===== config.mk =====
export PLATFORM = sky130hd
export DESIGN_NAME = lpi_pend_scan
export DESIGN_NICKNAME = d
export VERILOG_FILES = /design/src/rtl/lpi_scan_pkg.sv /design/src/rtl/lpi_id_window.sv /design/src/rtl/lpi_low_bit.sv /design/src/rtl/lpi_prio_cmp.sv /design/src/rtl/lpi_pend_scan.sv
export SDC_FILE = /design/constraint.sdc
export NUM_CORES = 1
export LEC_CHECK = 0
export ABC_CLOCK_PERIOD_IN_PS = 4450
export BUFFER_PORTS_ARGS = -buffer_cell sky130_fd_sc_hd__buf_2
export CAP_MARGIN = 20
export CORE_MARGIN = 4
export CORE_UTILIZATION = 25
export CTS_CLUSTER_SIZE = 12
export DETAILED_ROUTE_END_ITERATION = 8
export PLACE_DENSITY = 0.41
export SETUP_SLACK_MARGIN = 0.4
export SYNTH_ARGS = -nofsm -noshare
export SYNTH_HDL_FRONTEND = slang
export SYNTH_SLANG_ARGS = --single-unit
export TNS_END_PERCENT = 20

===== constraint.sdc =====
create_clock -name clk -period 4.45 [get_ports clk]
set_clock_uncertainty 0.15 [all_clocks]
set_input_delay 0.2225 -clock clk [delete_from_list [all_inputs] [get_ports clk]]
set_output_delay 0.2225 -clock clk [all_outputs]
set_load 0.005 [all_outputs]

===== src/rtl/lpi_scan_pkg.sv =====
package lpi_scan_pkg;

  typedef enum logic [1:0] {
    LPI_OP_RESCAN = 2'd0,
    LPI_OP_SET    = 2'd1,
    LPI_OP_CLEAR  = 2'd2,
    LPI_OP_NONE   = 2'd3
  } lpi_op_e;

  typedef enum logic [3:0] {
    ST_IDLE,
    ST_PEND_REQ,
    ST_PEND_WAIT,
    ST_PEND_BIT,
    ST_CFG_REQ,
    ST_CFG_WAIT,
    ST_MOD_REQ,
    ST_MOD_WAIT,
    ST_MOD_WRITE
  } lpi_state_e;

  localparam logic [7:0] PRIO_NONE  = 8'hFF;
  localparam logic [7:0] PRIO_FIELD = 8'hFC;

  // Priority as seen by the comparison, per security setting.
  function automatic logic [7:0] lpi_view_prio(input logic [7:0] cfg, input logic sec_off);
    logic [7:0] field;
    field = cfg & PRIO_FIELD;
    return sec_off ? field : ((field >> 1) | 8'h80);
  endfunction

endpackage


===== src/rtl/lpi_id_window.sv =====
module lpi_id_window #(
  parameter int ID_CAP   = 13,
  parameter int FIRST_ID = 8192,
  localparam int ID_W    = ID_CAP + 1,
  localparam int BI_W    = ID_W - 3
) (
  input  logic [4:0]      id_bits,
  input  logic [ID_W-1:0] chk_id,
  output logic [BI_W-1:0] last_byte,
  output logic            has_lpis,
  output logic            in_range
);
  logic [4:0]    eff;
  logic [ID_W:0] tbl_ids;

  always_comb begin
    eff       = (int'(id_bits) > ID_CAP) ? 5'(ID_CAP) : id_bits;
    tbl_ids   = (ID_W + 1)'(1) << (eff + 5'd1);
    has_lpis  = tbl_ids > (ID_W + 1)'(FIRST_ID);
    last_byte = BI_W'((tbl_ids >> 3) - (ID_W + 1)'(1));
    in_range  = (chk_id >= ID_W'(FIRST_ID)) && ({1'b0, chk_id} < tbl_ids);
  end
endmodule


===== src/rtl/lpi_low_bit.sv =====
module lpi_low_bit #(
  parameter int W   = 8,
  localparam int IW = $clog2(W)
) (
  input  logic [W-1:0]  vec,
  output logic [IW-1:0] pos
);
  always_comb begin
    pos = '0;
    for (int i = W - 1; i >= 0; i--) begin
      if (vec[i]) pos = IW'(i);
    end
  end
endmodule


===== src/rtl/lpi_prio_cmp.sv =====
module lpi_prio_cmp #(
  parameter int ID_W = 14
) (
  input  logic [7:0]      cand_prio,
  input  logic [ID_W-1:0] cand_id,
  input  logic [7:0]      best_prio,
  input  logic [ID_W-1:0] best_id,
  output logic            take
);
  always_comb begin
    take = (cand_prio < best_prio) || ((cand_prio == best_prio) && (cand_id <= best_id));
  end
endmodule


===== src/rtl/lpi_pend_scan.sv =====
module lpi_pend_scan
  import lpi_scan_pkg::*;
#(
  parameter int ADDR_W   = 32,
  parameter int ID_CAP   = 13,
  parameter int FIRST_ID = 8192,
  localparam int ID_W    = ID_CAP + 1
) (
  input  logic              clk,
  input  logic              rst_n,
  input  logic              lpi_en,
  input  logic              sec_dis,
  input  logic [4:0]        id_bits,
  input  logic [ADDR_W-1:0] prop_base,
  input  logic [ADDR_W-1:0] pend_base,
  input  logic              req_valid,
  output logic              req_ready,
  input  logic [1:0]        req_op,
  input  logic [ID_W-1:0]   req_id,
  output logic              mem_req_valid,
  input  logic              mem_req_ready,
  output logic              mem_req_we,
  output logic [ADDR_W-1:0] mem_req_addr,
  output logic [7:0]        mem_req_wdata,
  input  logic              mem_rsp_valid,
  output logic              mem_rsp_ready,
  input  logic [7:0]        mem_rsp_data,
  output logic              busy,
  output logic              best_valid,
  output logic [ID_W-1:0]   best_id,
  output logic [7:0]        best_prio
);
  localparam int BI_W = ID_W - 3;
  localparam logic [BI_W-1:0] START_BYTE = BI_W'(FIRST_ID / 8);

  lpi_state_e      st;
  logic [BI_W-1:0] byte_idx;
  logic [7:0]      pend_byte;
  logic [ID_W-1:0] cur_id;
  logic            single_cmp;
  logic            mod_set;

  logic            active;
  logic [BI_W-1:0] last_byte;
  logic            has_lpis;
  logic            in_range;
  logic [2:0]      low_pos;
  logic [7:0]      cand_prio;
  logic            take;
  logic [7:0]      bit_mask;
  logic            bit_now;

  lpi_id_window #(.ID_CAP(ID_CAP), .FIRST_ID(FIRST_ID)) u_window (
    .id_bits  (id_bits),
    .chk_id   (req_id),
    .last_byte(last_byte),
    .has_lpis (has_lpis),
    .in_range (in_range)
  );

  lpi_low_bit #(.W(8)) u_low (
    .vec(pend_byte),
    .pos(low_pos)
  );

  lpi_prio_cmp #(.ID_W(ID_W)) u_cmp (
    .cand_prio(cand_prio),
    .cand_id  (cur_id),
    .best_prio(best_prio),
    .best_id  (best_id),
    .take     (take)
  );

  always_comb begin
    active    = lpi_en && (|prop_base) && (|pend_base);
    cand_prio = lpi_view_prio(mem_rsp_data, sec_dis);
    bit_mask  = 8'h01 << cur_id[2:0];
    bit_now   = |(mem_rsp_data & bit_mask);

    busy          = (st != ST_IDLE);
    req_ready     = !busy;
    best_valid    = !busy && (best_prio != PRIO_NONE);
    mem_req_valid = (st == ST_PEND_REQ) || (st == ST_CFG_REQ) ||
                    (st == ST_MOD_REQ)  || (st == ST_MOD_WRITE);
    mem_req_we    = (st == ST_MOD_WRITE);
    mem_rsp_ready = (st == ST_PEND_WAIT) || (st == ST_CFG_WAIT) || (st == ST_MOD_WAIT);
    mem_req_wdata = pend_byte;
    case (st)
      ST_PEND_REQ: mem_req_addr = pend_base + ADDR_W'(byte_idx);
      ST_CFG_REQ:  mem_req_addr = prop_base + ADDR_W'(cur_id - ID_W'(FIRST_ID));
      default:     mem_req_addr = pend_base + ADDR_W'(cur_id[ID_W-1:3]);
    endcase
  end

  always_ff @(posedge clk) begin
    if (!rst_n) begin
      st         <= ST_IDLE;
      byte_idx   <= '0;
      pend_byte  <= '0;
      cur_id     <= '0;
      single_cmp <= 1'b0;
      mod_set    <= 1'b0;
      best_id    <= '0;
      best_prio  <= PRIO_NONE;
    end else begin
      case (st)
        ST_IDLE: begin
          if (req_valid && active) begin
            case (lpi_op_e'(req_op))
              LPI_OP_RESCAN: begin
                best_prio <= PRIO_NONE;
                byte_idx  <= START_BYTE;
                if (has_lpis) st <= ST_PEND_REQ;
              end
              LPI_OP_SET, LPI_OP_CLEAR: begin
                if (in_range) begin
                  cur_id  <= req_id;
                  mod_set <= (lpi_op_e'(req_op) == LPI_OP_SET);
                  st      <= ST_MOD_REQ;
                end
              end
              default: ;
            endcase
          end
        end
        ST_PEND_REQ:  if (mem_req_ready) st <= ST_PEND_WAIT;
        ST_PEND_WAIT: begin
          if (mem_rsp_valid) begin
            pend_byte <= mem_rsp_data;
            st        <= ST_PEND_BIT;
          end
        end
        ST_PEND_BIT: begin
          if (pend_byte == 8'h00) begin
            if (byte_idx == last_byte) begin
              st <= ST_IDLE;
            end else begin
              byte_idx <= byte_idx + 1'b1;
              st       <= ST_PEND_REQ;
            end
          end else begin
            cur_id     <= {byte_idx, low_pos};
            pend_byte  <= pend_byte & ~(8'h01 << low_pos);
            single_cmp <= 1'b0;
            st         <= ST_CFG_REQ;
          end
        end
        ST_CFG_REQ:  if (mem_req_ready) st <= ST_CFG_WAIT;
        ST_CFG_WAIT: begin
          if (mem_rsp_valid) begin
            if (mem_rsp_data[0] && take) begin
              best_id   <= cur_id;
              best_prio <= cand_prio;
            end
            st <= single_cmp ? ST_IDLE : ST_PEND_BIT;
          end
        end
        ST_MOD_REQ:  if (mem_req_ready) st <= ST_MOD_WAIT;
        ST_MOD_WAIT: begin
          if (mem_rsp_valid) begin
            if (bit_now == mod_set) begin
              st <= ST_IDLE;
            end else begin
              pend_byte <= mod_set ? (mem_rsp_data | bit_mask) : (mem_rsp_data & ~bit_mask);
              st        <= ST_MOD_WRITE;
            end
          end
        end
        ST_MOD_WRITE: begin
          if (mem_req_ready) begin
            if (mod_set) begin
              single_cmp <= 1'b1;
              st         <= ST_CFG_REQ;
            end else if (cur_id == best_id) begin
              best_prio <= PRIO_NONE;
              byte_idx  <= START_BYTE;
              st        <= ST_PEND_REQ;
            end else begin
              st <= ST_IDLE;
            end
          end
        end
        default: st <= ST_IDLE;
      endcase
    end
  end
endmodule


After elaboration in Yosys (flattened, before gate mapping)
Index checks and enable logic that the tools add are counted.

storage, ports and cells
  memory bits (writable) = 0
  latch bits = 0
  memories = 0
  register bits after elaboration = 61
  word-level logic and storage cells = 162
  bits of input ports = 100
  bits in read-only memories = 0

operators by class
  eq/ne operators = 37
  divide/modulo/power cells = 0
  multipliers = 0
  multiplexer cells = 60
  reductions and logical operators = 35
  order comparisons = 6
  add/sub/neg operators = 7
  shift operators = 3
  bitwise gates (word level) = 6

operators with widths
  cell                                                   number
  2-to-1 mux 8 bit                                       13
  2-to-1 mux 11 bit                                      7
  adder 32 x 11 -> 32 bit                                2
  one-hot mux 32 bit (2 select lines)                    1
  OR reduction 32 bit                                    2
  2-to-1 mux 14 bit                                      4
  2-to-1 mux 4 bit                                       12
  one-hot mux 8 bit (3 select lines)                     2
  one-hot mux 4 bit (9 select lines)                     1
  one-hot mux 11 bit (3 select lines)                    1
  adder 32 bit                                           1
  != test 2 bit (second input constant)                  14
  one-hot mux 14 bit (2 select lines)                    1
  2-to-1 mux 3 bit                                       9
  AND 8 bit                                              3
  == test 4 x 3 -> 1 bit (second input constant)         4
  NOT 8 bit                                              2
  AND reduction 8 bit                                    2
  left shift 1 x 3 -> 8 bit (first input constant)       2
  > comparator 15 x 14 -> 1 bit (second input constant)  1
  < comparator 14 x 15 -> 1 bit                          1
  left shift 1 x 5 -> 15 bit (first input constant)      1
  subtractor 14 x 14 -> 15 bit (second input constant)   1
  == test 14 bit                                         1
  40 further kinds                                       66

Depth between registers and ports, before layout
Gate-level depths: netlist of the first run.

  depth in word-level cells = 13
  depth in mapped cells = 16
  gate-level depth less buffers = 14

Cells and area by module
From an unflattened synthesis of the first run, not the netlist that was laid out.

unflattened totals
  cells, all modules = 1062
  area total of the unflattened synthesis = 7832.5 um^2

by module, submodules not included
  module         area each (um^2)  cells each  sequential area each (um^2)  times used
  lpi_pend_scan  6545.0            876         1221.2                       1
  lpi_id_window  641.9             95          0.0                          1
  lpi_prio_cmp   561.8             79          0.0                          1
  lpi_low_bit    83.8              12          0.0                          1

Worst setup path before layout of the first run
No wires, ideal clock.

  kind = flip-flop to output port
  start point = register st[0]
  end point = output mem_req_addr[26]
  arrival = 3.751 ns
  path buffers = 2
  slack = 0.327 ns
  required time = 4.078 ns
  stages on the path, launching flop included = 17
  cells stage by stage = dfxtp_1 -> clkbuf_1 -> nand2b_1 -> nor3_1 -> clkbuf_1 -> mux2_2 -> ha_1 -> fa_1 -> a21o_1 -> a21oi_1 -> o21a_1 -> o21ai_0 -> a31oi_1 -> nor2_1 -> nand4_1 -> xor2_1 -> o21ai_0

between the ends
  longest elaborated chain between the ends = 2
  elaborated cells on any way between the ends = 3

ends and longest elaborated chain
  element                                                           RTL line              source
  start, declared                                                   lpi_pend_scan.sv:36   lpi_state_e st;
  start signal, assigned                                            lpi_pend_scan.sv:155  st <= single_cmp ? ST_IDLE : ST_PEND_BIT;
  == test 4 x 3 -> 1 bit or == test 4 x 1 -> 1 bit (tied branches)  lpi_pend_scan.sv:88   case (st)
  one-hot mux 32 bit (2 select lines) *                             lpi_pend_scan.sv:88
  end, declared                                                     lpi_pend_scan.sv:23   output logic [ADDR_W-1:0] mem_req_addr,

Mark *: on every way between the ends. The rest lies on a longest branch, timed or not.

Final worst setup path of the first run
  start point = register st[1]
  end point = output mem_req_addr[27]

The elaborated chain is that of the path after synthesis.

==> results of run 1 <==
## stage by stage
step / std cells / area, um2
floorplan: 1023 / 7460
global placement: 1550 / 8770
detailed placement: 1550 / 8770
CTS: 1568 / 9080
global route: 1574 / 9200
finish: 1574 / 9200
## per-layer routing
layer / global-route usage (%) / up-vias
li1: - / 4060
met1: 23.8 / 3764
met2: 27.2 / 193
met3: 2.90 / 26
met4: 3.72 / 0
met5: 0 / -
## registers in the layout (all words and copies together), names as in the netlist
name,flops
best_id,14
byte_idx,11
mod_set,1
st,4
cur_id,14
single_cmp,1
mem_req_wdata,8
best_prio,8
## worst max path at each step
stage          depth (start not counted)          endpoint  slack, ns
4_1_cts                               15  mem_req_addr[13]       0.38
5_1_grt                               15  mem_req_addr[13]       0.37
2_1_floorplan                         16  mem_req_addr[26]       0.43
3_3_place_gp                          12  mem_req_addr[30]       0.47
3_5_place_dp                          17  mem_req_addr[30]       0.47
6_report                              16  mem_req_addr[27]       0.58
## layout make-up
cell class | instances | area [um2] | area share, %
Multi-Input combinational cell | 867 | 5970 | 64.9
Clock buffer | 10 | 239 | 2.60
Sequential cell | 61 | 1230 | 13.3
Timing Repair Buffer | 196 | 1050 | 11.5
Inverter | 50 | 191 | 2.08
Clock inverter | 6 | 38.8 | 0.422
Tap cell | 384 | 480 | 5.22
## kinds of logic (layout without fill, tap and decap cells)
family,count (synthesis),after routing,synth area share [%]
buf+inv,95,262,5.02
simple gates,392,392,25.7
compound gates,275,275,23.6
mux,42,42,6.24
xor+xnor,76,76,9.11
fa+ha+maj,82,82,14.0
flops,61,61,16.4
## worst reg2reg max path: stages, from the launching register on
cell	delay (ns)
dfxtp_1	0.43
ha_1	0.37
nand4_1	0.15
or4_1	0.68
nor2_1	0.20
and3_1	0.18
a31o_2	0.16
o21ai_0	0.22
nor4_1	0.41
xnor2_1	0.16
nor2_1	0.05
## what timing repair did
item,in CTS,in global routing
buffers inserted,2,6
setup endpoints to repair,17,20
cloned,0,0
gates resized for setup,6,19
endpoints found under the hold margin,0,0
pin swaps,2,8
## cell usage in the layout, fill, tap and decap left out, drive strengths merged, types with 6 or more instances in the layout
master	count
buf	196
nor2	103
nand2b	10
nor3	34
nor2b	16
nor4	23
nand2	108
nand3	33
and3	13
or3	7
xnor2	45
inv	47
clkinv	6
ha	80
o21bai	8
mux2i	24
xor2	30
o21ai	66
clkbuf	10
nand4	20
a211oi	14
a31oi	8
mux2	16
a21oi	76
o21a	12
o211ai	10
a21o	35
dfxtp	61
## where the power goes
part | internal (W) | total, W | switching, W
combinational | 0.000569 | 0.00145 | 0.000881
clock | 0.000390 | 0.000672 | 0.000282
sequential | 0.000580 | 0.000623 | 0.0000432
==> results.ini, run 1 <==
[status]
status = complete, no violations

[synthesis]
synth_top_area_share_pct = 16.4
synth_edf_count = 0
synth_area_um2 = 7460
synth.distinct_cells = 77
syn-instance-count = 1023
netlist_top_cells_area = dfxtp_1 (16%), ha_1 (13%), nand2_1 (5.4%), xnor2_1 (5.3%), nor2_1 (5.2%)
syn-num-nets = 1205
yosys.area.top_type = dfxtp_1
synth-main-ff-cell = dfxtp_1
yosysSeqAreaShare_pct = 16.4
synthArstFlopShare_pct = 0
synth.avg_cell_area_um2 = 7.29
synth.top_cells.by_count = nand2_1 (108), nor2_1 (103), ha_1 (80)
synth-seq-cells = 61
synth_most_common_cell = nand2_1
synth_warnings = 0

[pwr]
p_per_area_nw_per_um2 = 298
totalPowerFinal_w = 0.00275
p_leak_nw = 3.97
ir_worst_vdd_mv = 0.174

[timing]
fin_ws_ns = 0.582
fmax_ghz = 0.259
hold_ws_ns = 0.0448
layout_min_cycle_time_ns = 3.87
worstMarginPinSlew_ns = 1.00
rsz0062_at_grt = true
hold_viol = 0
maxSlewViolCount = 0
setup_viol = 0
finalCritPeriodShare_pct = 86.9
slew-limit-headroom_pct = 33.3
final.setup.tns_ns = 0

[route]
wl_met3_um = 1230
detail_route.first_pass.iterations = 4
num_vias = 8043
drc = 0
wire_per_inst_um = 18.2
ant_nets = 0
routed.top_layer = met4
wl_met1_um = 14000
vias_per_cell = 5.11
dr.first_iter.drc_count = 476
met2_length_um = 13000
drt_wl_total_um = 28700

[setup_path]
critPathBufInv = 4
crit_type = reg2out
cpMostUsedCell = buf_4
r2r_slack_ns = 1.16
cp_slowest_cell = mux2_2
crit_arrival_ns = 3.50
crit_family = simple AND/OR/NAND/NOR gates
start_kind = register
worstSetupEndpointType = output port
worstPathCellList = nand2b_4, nor3_2, buf_4, buf_4, mux2_2, ha_1, or2_2, o311a_1, nand4_1, nand4b_1, nor3b_1, buf_4, and2_1, xnor2_1, o21ai_0, buf_2
critPathMaxStageDelay_ns = 0.35
startpoint = st[1]
worstRegToRegCells = 10
cp_max_fo = 9
worstPathRequired_ns = 4.08
r2r_end = byte_idx[9]
rr_startpoint = cur_id[12]

[floorplan]
core_um2 = 29100
chipWidth_um = 181
die_area_um2 = 32700
rows = 62
ios = 168
start_util_pct = 25.6
die_h_um = 181

[global_routing]
grt_max_degree = 45
grt_pass1_wl_um = 44500
grt-ovfl-total = 0
grt_use_total_pct = 16.9
antenna_found_initial = 0
first_global_vias = 7665

[place]
place.gp.congestion = 0.862
dpl_worst_slack_ns = 0.473
dp_hpwl_um = 23300
io_buffers = 167

[clock_tree]
clk_latency_ns = 0.34
cts_tree = built
h-tree-depth = 3
cts.sinks = 61
clk_path_buf_depth = 2
clk_pin_slew_ns = 0.06
clock-root-buffer = clkbuf_16
cts_hold_buf = 0
numCtsBuffers = 9

[cells_and_area]
fill_cells = 3212
utilization_pct = 31.6
drive_gt1_share_pct = 22.7
area_delta_synth_final_pct = 23.3
nets = 1367
insertedDiodeCount = 0

[run]
max_cap_violations = 0

[min_path]
hold_class = in2reg
min_delay_path_depth = 2
hold_path_end = single_cmp
worstHoldStart = rst_n

No activity file was read; power rests on OpenSTA's default activity.
==> inputs of run 2 (changes only) <==
--- a/config.mk
+++ b/config.mk
@@ -12,6 +12,7 @@
 export CORE_UTILIZATION = 25
 export CTS_CLUSTER_SIZE = 12
 export DETAILED_ROUTE_END_ITERATION = 8
+export MAX_ROUTING_LAYER = met4
 export PLACE_DENSITY = 0.41
 export SETUP_SLACK_MARGIN = 0.4
 export SYNTH_ARGS = -nofsm -noshare
==> run 2 against run 1 <==
Clock power about the same. Largest power group unchanged. Largest cell class unchanged. Worst setup slack better by 0.011 ns. First-iteration DRC count down 4.4%.
==> results.ini, run 2 (synthesis results as in run 1) <==
[status]
status = complete, no violations

[setup_path]
r2r_end = byte_idx[9]
cp_slowest_cell = mux2_2
r2r_slack_ns = 1.15  ; about the same
cpMostUsedCell = buf_4
rr_startpoint = cur_id[12]
worstPathCellList = nand2b_4, nor3_2, buf_4, buf_4, mux2_2, ha_1, or2_2, o311a_1, nand4_1, nand4b_1, nor3b_1, buf_4, and2_1, xnor2_1, o21ai_0, buf_2
worstRegToRegCells = 10  ; unchanged
critPathBufInv = 4  ; unchanged
critPathMaxStageDelay_ns = 0.35  ; about the same
crit_type = reg2out
worstPathRequired_ns = 4.08  ; about the same
cp_max_fo = 9  ; unchanged
crit_family = simple AND/OR/NAND/NOR gates
worstSetupEndpointType = output port
start_kind = register
crit_arrival_ns = 3.48  ; -0.02 ns

[floorplan]
die_area_um2 = 32700  ; unchanged
start_util_pct = 25.6  ; unchanged
die_h_um = 181  ; unchanged
ios = 168  ; unchanged
chipWidth_um = 181  ; unchanged
core_um2 = 29100  ; unchanged
rows = 62  ; unchanged

[clock_tree]
clk_latency_ns = 0.34  ; about the same
cts_tree = built
clock-root-buffer = clkbuf_16
numCtsBuffers = 9  ; unchanged
cts_hold_buf = 0  ; unchanged
clk_pin_slew_ns = 0.06  ; about the same
h-tree-depth = 3  ; unchanged
cts.sinks = 61  ; unchanged
clk_path_buf_depth = 2  ; unchanged

[min_path]
hold_class = in2reg
worstHoldStart = rst_n
min_delay_path_depth = 2  ; unchanged
hold_path_end = single_cmp

[cells_and_area]
drive_gt1_share_pct = 22.8  ; +0.084 points
area_delta_synth_final_pct = 23.4  ; about the same
reg_top3 = best_id x14, cur_id x14, byte_idx x11
design_area_um2 = 9210  ; about the same
final_common_cell = buf_2
nets = 1367  ; unchanged
layout_common_cells = buf_2 (167), nand2_1 (108), nor2_1 (102)
insertedDiodeCount = 0  ; unchanged
fill_cells = 3210  ; -0.062%

[pwr]
p_per_area_nw_per_um2 = 299  ; about the same
pwr-share-clk_pct = 24.5  ; about the same
intPower_w = 0.00154  ; about the same
pwr-share-comb_pct = 52.9  ; about the same
p_sw_w = 0.00121  ; +0.36%
ir_worst_vdd_mv = 0.176  ; +1.2%
swShare_pct = 44.0  ; +0.085 points
p_leak_nw = 3.97  ; about the same
pwr-share-seq_pct = 22.7  ; about the same

[timing]
fmax_ghz = 0.259  ; +0.29%
maxSlewViolCount = 0  ; unchanged
hold_viol = 0  ; unchanged
layout_min_cycle_time_ns = 3.86  ; -0.0113 ns
slew-limit-headroom_pct = 30.0  ; -3.3 points
finalCritPeriodShare_pct = 86.7  ; -0.25 points
rsz0062_at_grt = true
setup_viol = 0  ; unchanged
worstMarginPinSlew_ns = 1.05  ; +0.0502 ns
final.setup.tns_ns = 0  ; unchanged

[route]
dr.first_iter.drc_count = 455  ; -4.4%
ant_nets = 0  ; unchanged
drt_wl_total_um = 28700  ; about the same
wire_per_inst_um = 18.2  ; about the same
num_vias = 8017  ; -0.32%
drc = 0  ; unchanged
detail_route.first_pass.iterations = 5  ; +1
vias_per_cell = 5.09  ; -0.32%

[global_routing]
grt_max_degree = 45  ; unchanged
antenna_found_initial = 0  ; unchanged
first_global_vias = 7683  ; +0.23%
grt_use_total_pct = 17.4  ; +0.50 points
grt_pass1_wl_um = 44500  ; about the same
grt-ovfl-total = 0  ; unchanged

[run]
max_cap_violations = 0  ; unchanged

[place]
io_buffers = 167  ; unchanged
place.gp.congestion = 0.876  ; +1.6%
placed_cell_area_um2 = 8770  ; unchanged
dp_hpwl_um = 23300  ; unchanged

==> run 2: cell counts in the layout (fill, tap and decap cells not counted) <==
No cell type changed its count.
==> run 2: stage by stage <==
stage | std cells | power [W] | setup slack [ns] | hold WS [ns] | utilization (%)
CTS | 1568 | 0.00274 | 0.382 | 0.0354 | 31.2
global placement | 1550 | 0.00206 | 0.474 | 0.352 | 30.1
floorplan | 1023 | 0.00149 | 0.431 | 0.190 | -
finish | 1574 | 0.00275 | 0.594 | 0.0423 | 31.6
detailed placement | 1550 | 0.00204 | 0.473 | 0.355 | 30.1
global route | 1574 | 0.00294 | 0.372 | 0.0482 | 31.6
==> run 2: how the worst max path moves through the flow <==
stage	from	endpoint	slack, ns	cells past startpoint
after floorplan	st[0]	mem_req_addr[26]	0.43	16
after global routing	st[1]	mem_req_addr[13]	0.37	15
after detailed placement	st[1]	mem_req_addr[30]	0.47	17
final	st[1]	mem_req_addr[27]	0.59	16
after global placement	cur_id[13]	mem_req_addr[30]	0.47	12
after CTS	st[1]	mem_req_addr[13]	0.38	15
==> run 2: layout make-up <==
| cell class | instances | area [um2] | share of cell area [%] |
|---|---|---|---|
| clock buffers | 10 | 239 | 2.60 |
| well taps | 384 | 480 | 5.22 |
| multi-input cells | 867 | 5980 | 64.9 |
| repair buffers | 196 | 1050 | 11.4 |
| inverters | 50 | 191 | 2.08 |
| clock inverters | 6 | 38.8 | 0.421 |
| flip-flops and latches | 61 | 1230 | 13.3 |
==> run 2: per-layer routing <==
metal  GRT usage, %  wire length (um)
met3           2.67               977
met1           23.9             14100
met5              -                 0
met2           27.2             13100
met4           3.81               472
==> run 2: repair_timing <==
item                                    4_1_cts  5_1_grt
buffers inserted                              2        6
pin swaps                                     2        8
endpoints found under the setup margin       17       20
resized for setup                             6       20
==> run 2: worst register-to-register path: cells and delay by family (launching register included) <==
kind | cells | cell delay [ns]
simple gates | 6 | 1.66
flops | 1 | 0.44
fa+ha+maj | 1 | 0.37
compound gates | 2 | 0.37
xor+xnor | 1 | 0.16
==> run 2: power by group through the flow <==
stage | clock [W] | sequential, W | combinational (W)
after floorplan | 0 | 0.000622 | 0.000871
after global placement | 0 | 0.000632 | 0.00142
after detailed placement | 0 | 0.000631 | 0.00141
after CTS | 0.000692 | 0.000620 | 0.00143
after global routing | 0.000715 | 0.000628 | 0.00160
final | 0.000673 | 0.000623 | 0.00145
==> inputs of run 3 (changes only) <==
--- a/config.mk
+++ b/config.mk
@@ -13,7 +13,7 @@
 export CTS_CLUSTER_SIZE = 12
 export DETAILED_ROUTE_END_ITERATION = 8
 export MAX_ROUTING_LAYER = met4
-export PLACE_DENSITY = 0.41
+export PLACE_DENSITY = 0.45
 export SETUP_SLACK_MARGIN = 0.4
 export SYNTH_ARGS = -nofsm -noshare
 export SYNTH_HDL_FRONTEND = slang
==> run 3 against run 2 <==
Final cell count up 0.13%. Sequential power about the same. First-iteration DRC count down 14%. Sequential share of layout area down 0.10 points. Via count down 0.69%. Worst hold slack better by 0.011 ns. Worst setup slack worse by 0.048 ns. Global-route usage down 0.47 points. Core utilization up 0.21 points. Combinational power about the same. Die area unchanged. Sequential cell count unchanged.
==> results.ini, run 3 (synthesis results as in run 1) <==
[status]
status = complete, no violations

[clock_tree]
h-tree-depth = 3  ; unchanged
clk_pin_slew_ns = 0.06  ; about the same
cts_tree = built
cts_hold_buf = 0  ; unchanged
numCtsBuffers = 9  ; unchanged
cts.sinks = 61  ; unchanged
clk_latency_ns = 0.33  ; about the same
clk_path_buf_depth = 2  ; unchanged
clock-root-buffer = clkbuf_16

[floorplan]
rows = 62  ; unchanged
die_area_um2 = 32700  ; unchanged
ios = 168  ; unchanged
chipWidth_um = 181  ; unchanged
core_um2 = 29100  ; unchanged
die_h_um = 181  ; unchanged
start_util_pct = 25.6  ; unchanged

[pwr]
ir_worst_vdd_mv = 0.196  ; +11%
totalPowerFinal_w = 0.00283  ; +3.0%
p_per_area_nw_per_um2 = 306  ; +2.4%
p_leak_nw = 4.00  ; +0.70%

[timing]
slew-limit-headroom_pct = 54.8  ; +25 points
maxSlewViolCount = 0  ; unchanged
fmax_ghz = 0.256  ; -1.2%
final.setup.tns_ns = 0  ; unchanged
layout_min_cycle_time_ns = 3.90  ; +0.0481 ns
hold_viol = 0  ; unchanged
setup_viol = 0  ; unchanged
rsz0062_at_grt = true
worstMarginPinSlew_ns = 0.677  ; -0.374 ns
finalCritPeriodShare_pct = 87.7  ; +1.1 points

[cells_and_area]
layout_common_cells = buf_2 (167), nand2_1 (108), nor2_1 (102)
final_common_cell = buf_2
nets = 1369  ; +0.15%
drive_gt1_share_pct = 22.7  ; -0.12 points
insertedDiodeCount = 0  ; unchanged
reg_top3 = best_id x14, cur_id x14, byte_idx x11
fill_cells = 3210  ; unchanged
area_delta_synth_final_pct = 24.2
utilization_pct = 31.9  ; +0.21 points

[min_path]
hold_path_end = single_cmp
hold_class = in2reg
min_delay_path_depth = 2  ; unchanged
worstHoldStart = rst_n

[setup_path]
start_kind = register
rr_startpoint = best_id[13]
r2r_end = best_prio[2]
worstSetupEndpointType = output port
crit_arrival_ns = 3.53  ; +0.05 ns
cp_max_fo = 5  ; -4
worstPathRequired_ns = 4.08  ; about the same
crit_type = reg2out
worstRegToRegCells = 11  ; +1
r2r_slack_ns = 1.15  ; about the same

[route]
num_vias = 7962  ; -0.69%
vias_per_cell = 5.05  ; -0.81%
dr.first_iter.drc_count = 390  ; -14%
drt_wl_total_um = 28200  ; -1.8%
wire_per_inst_um = 17.9  ; -1.9%
ant_nets = 0  ; unchanged
drc = 0  ; unchanged
detail_route.first_pass.iterations = 5  ; unchanged

[global_routing]
grt_pass1_wl_um = 43600  ; -2.1%
antenna_found_initial = 0  ; unchanged
grt_use_total_pct = 17.0  ; -0.47 points
grt-ovfl-total = 0  ; unchanged
first_global_vias = 7609  ; -0.96%
grt_max_degree = 45  ; unchanged

[place]
place.gp.congestion = 0.871  ; -0.63%
dp_hpwl_um = 22900  ; -1.6%
io_buffers = 167  ; unchanged

[run]
max_cap_violations = 0  ; unchanged

==> run 3: critical path, cell delays in order, from the launching register on <==
cell	delay, ns
dfxtp_1	0.31
nand2b_4	0.14
nor3_4	0.18
buf_6	0.14
mux2_4	0.31
ha_4	0.17
fa_2	0.36
a21o_1	0.17
a21oi_2	0.14
o21a_1	0.20
o21ai_2	0.10
a31oi_4	0.29
buf_6	0.14
nand2b_1	0.11
xnor2_1	0.12
nor2_1	0.06
a21oi_1	0.12
buf_2	0.13
==> run 3: worst max path at each step <==
stage / slack (ns) / cells past startpoint / end / start
floorplan: 0.43 / 16 / mem_req_addr[26] / st[0]
global placement: 0.34 / 15 / mem_req_addr[26] / st[3]
detailed placement: 0.33 / 15 / mem_req_addr[28] / st[3]
CTS: 0.38 / 16 / mem_req_addr[16] / st[3]
global route: 0.34 / 17 / mem_req_addr[16] / st[1]
finish: 0.55 / 17 / mem_req_addr[16] / st[1]
==> run 3: metrics by stage <==
stage / cells / worst slack [ns] / instance area, um2 / hold WS [ns]
2_1_floorplan: 1023 / 0.431 / 7460 / 0.190
3_3_place_gp: 1549 / 0.340 / 8760 / 0.349
3_5_place_dp: 1549 / 0.328 / 8760 / 0.362
4_1_cts: 1570 / 0.380 / 9130 / 0.0417
5_1_grt: 1576 / 0.342 / 9270 / 0.0514
6_report: 1576 / 0.546 / 9270 / 0.0529
==> run 3: where the power goes <==
group          internal (W)  leakage [nW]  total, W  switching [W]
logic              0.000582          3.35   0.00146       0.000880
clock network      0.000488         0.153  0.000749       0.000261
registers          0.000580         0.495  0.000622      0.0000419
total               0.00165          4.00   0.00283        0.00118
==> run 3: layout make-up <==
| class | instances | area (um2) | share of cell area, % |
|---|---|---|---|
| multi-input combinational | 867 | 5990 | 64.6 |
| sequential | 61 | 1220 | 13.2 |
| timing repair buffer | 198 | 1080 | 11.6 |
| tap | 384 | 480 | 5.18 |
| clock buffer | 11 | 233 | 2.51 |
| inverter | 50 | 191 | 2.07 |
| clock inverter | 5 | 75.1 | 0.810 |
==> run 3: routing by layer <==
layer  vias up  global-route usage, %  wire, um
li1       4056                      -         -
met1      3711                   23.8     14100
met2       167                   26.0     12700
met3        28                   2.41       906
met4         0                   3.81       487
met5         -                      -         0
==> run 3: what timing repair did <==
| item | CTS | global route |
|---|---|---|
| buffers inserted | 5 | 6 |
| endpoints found under the setup margin | 10 | 19 |
| gates resized for setup | 6 | 23 |
| pin swaps | 1 | 8 |
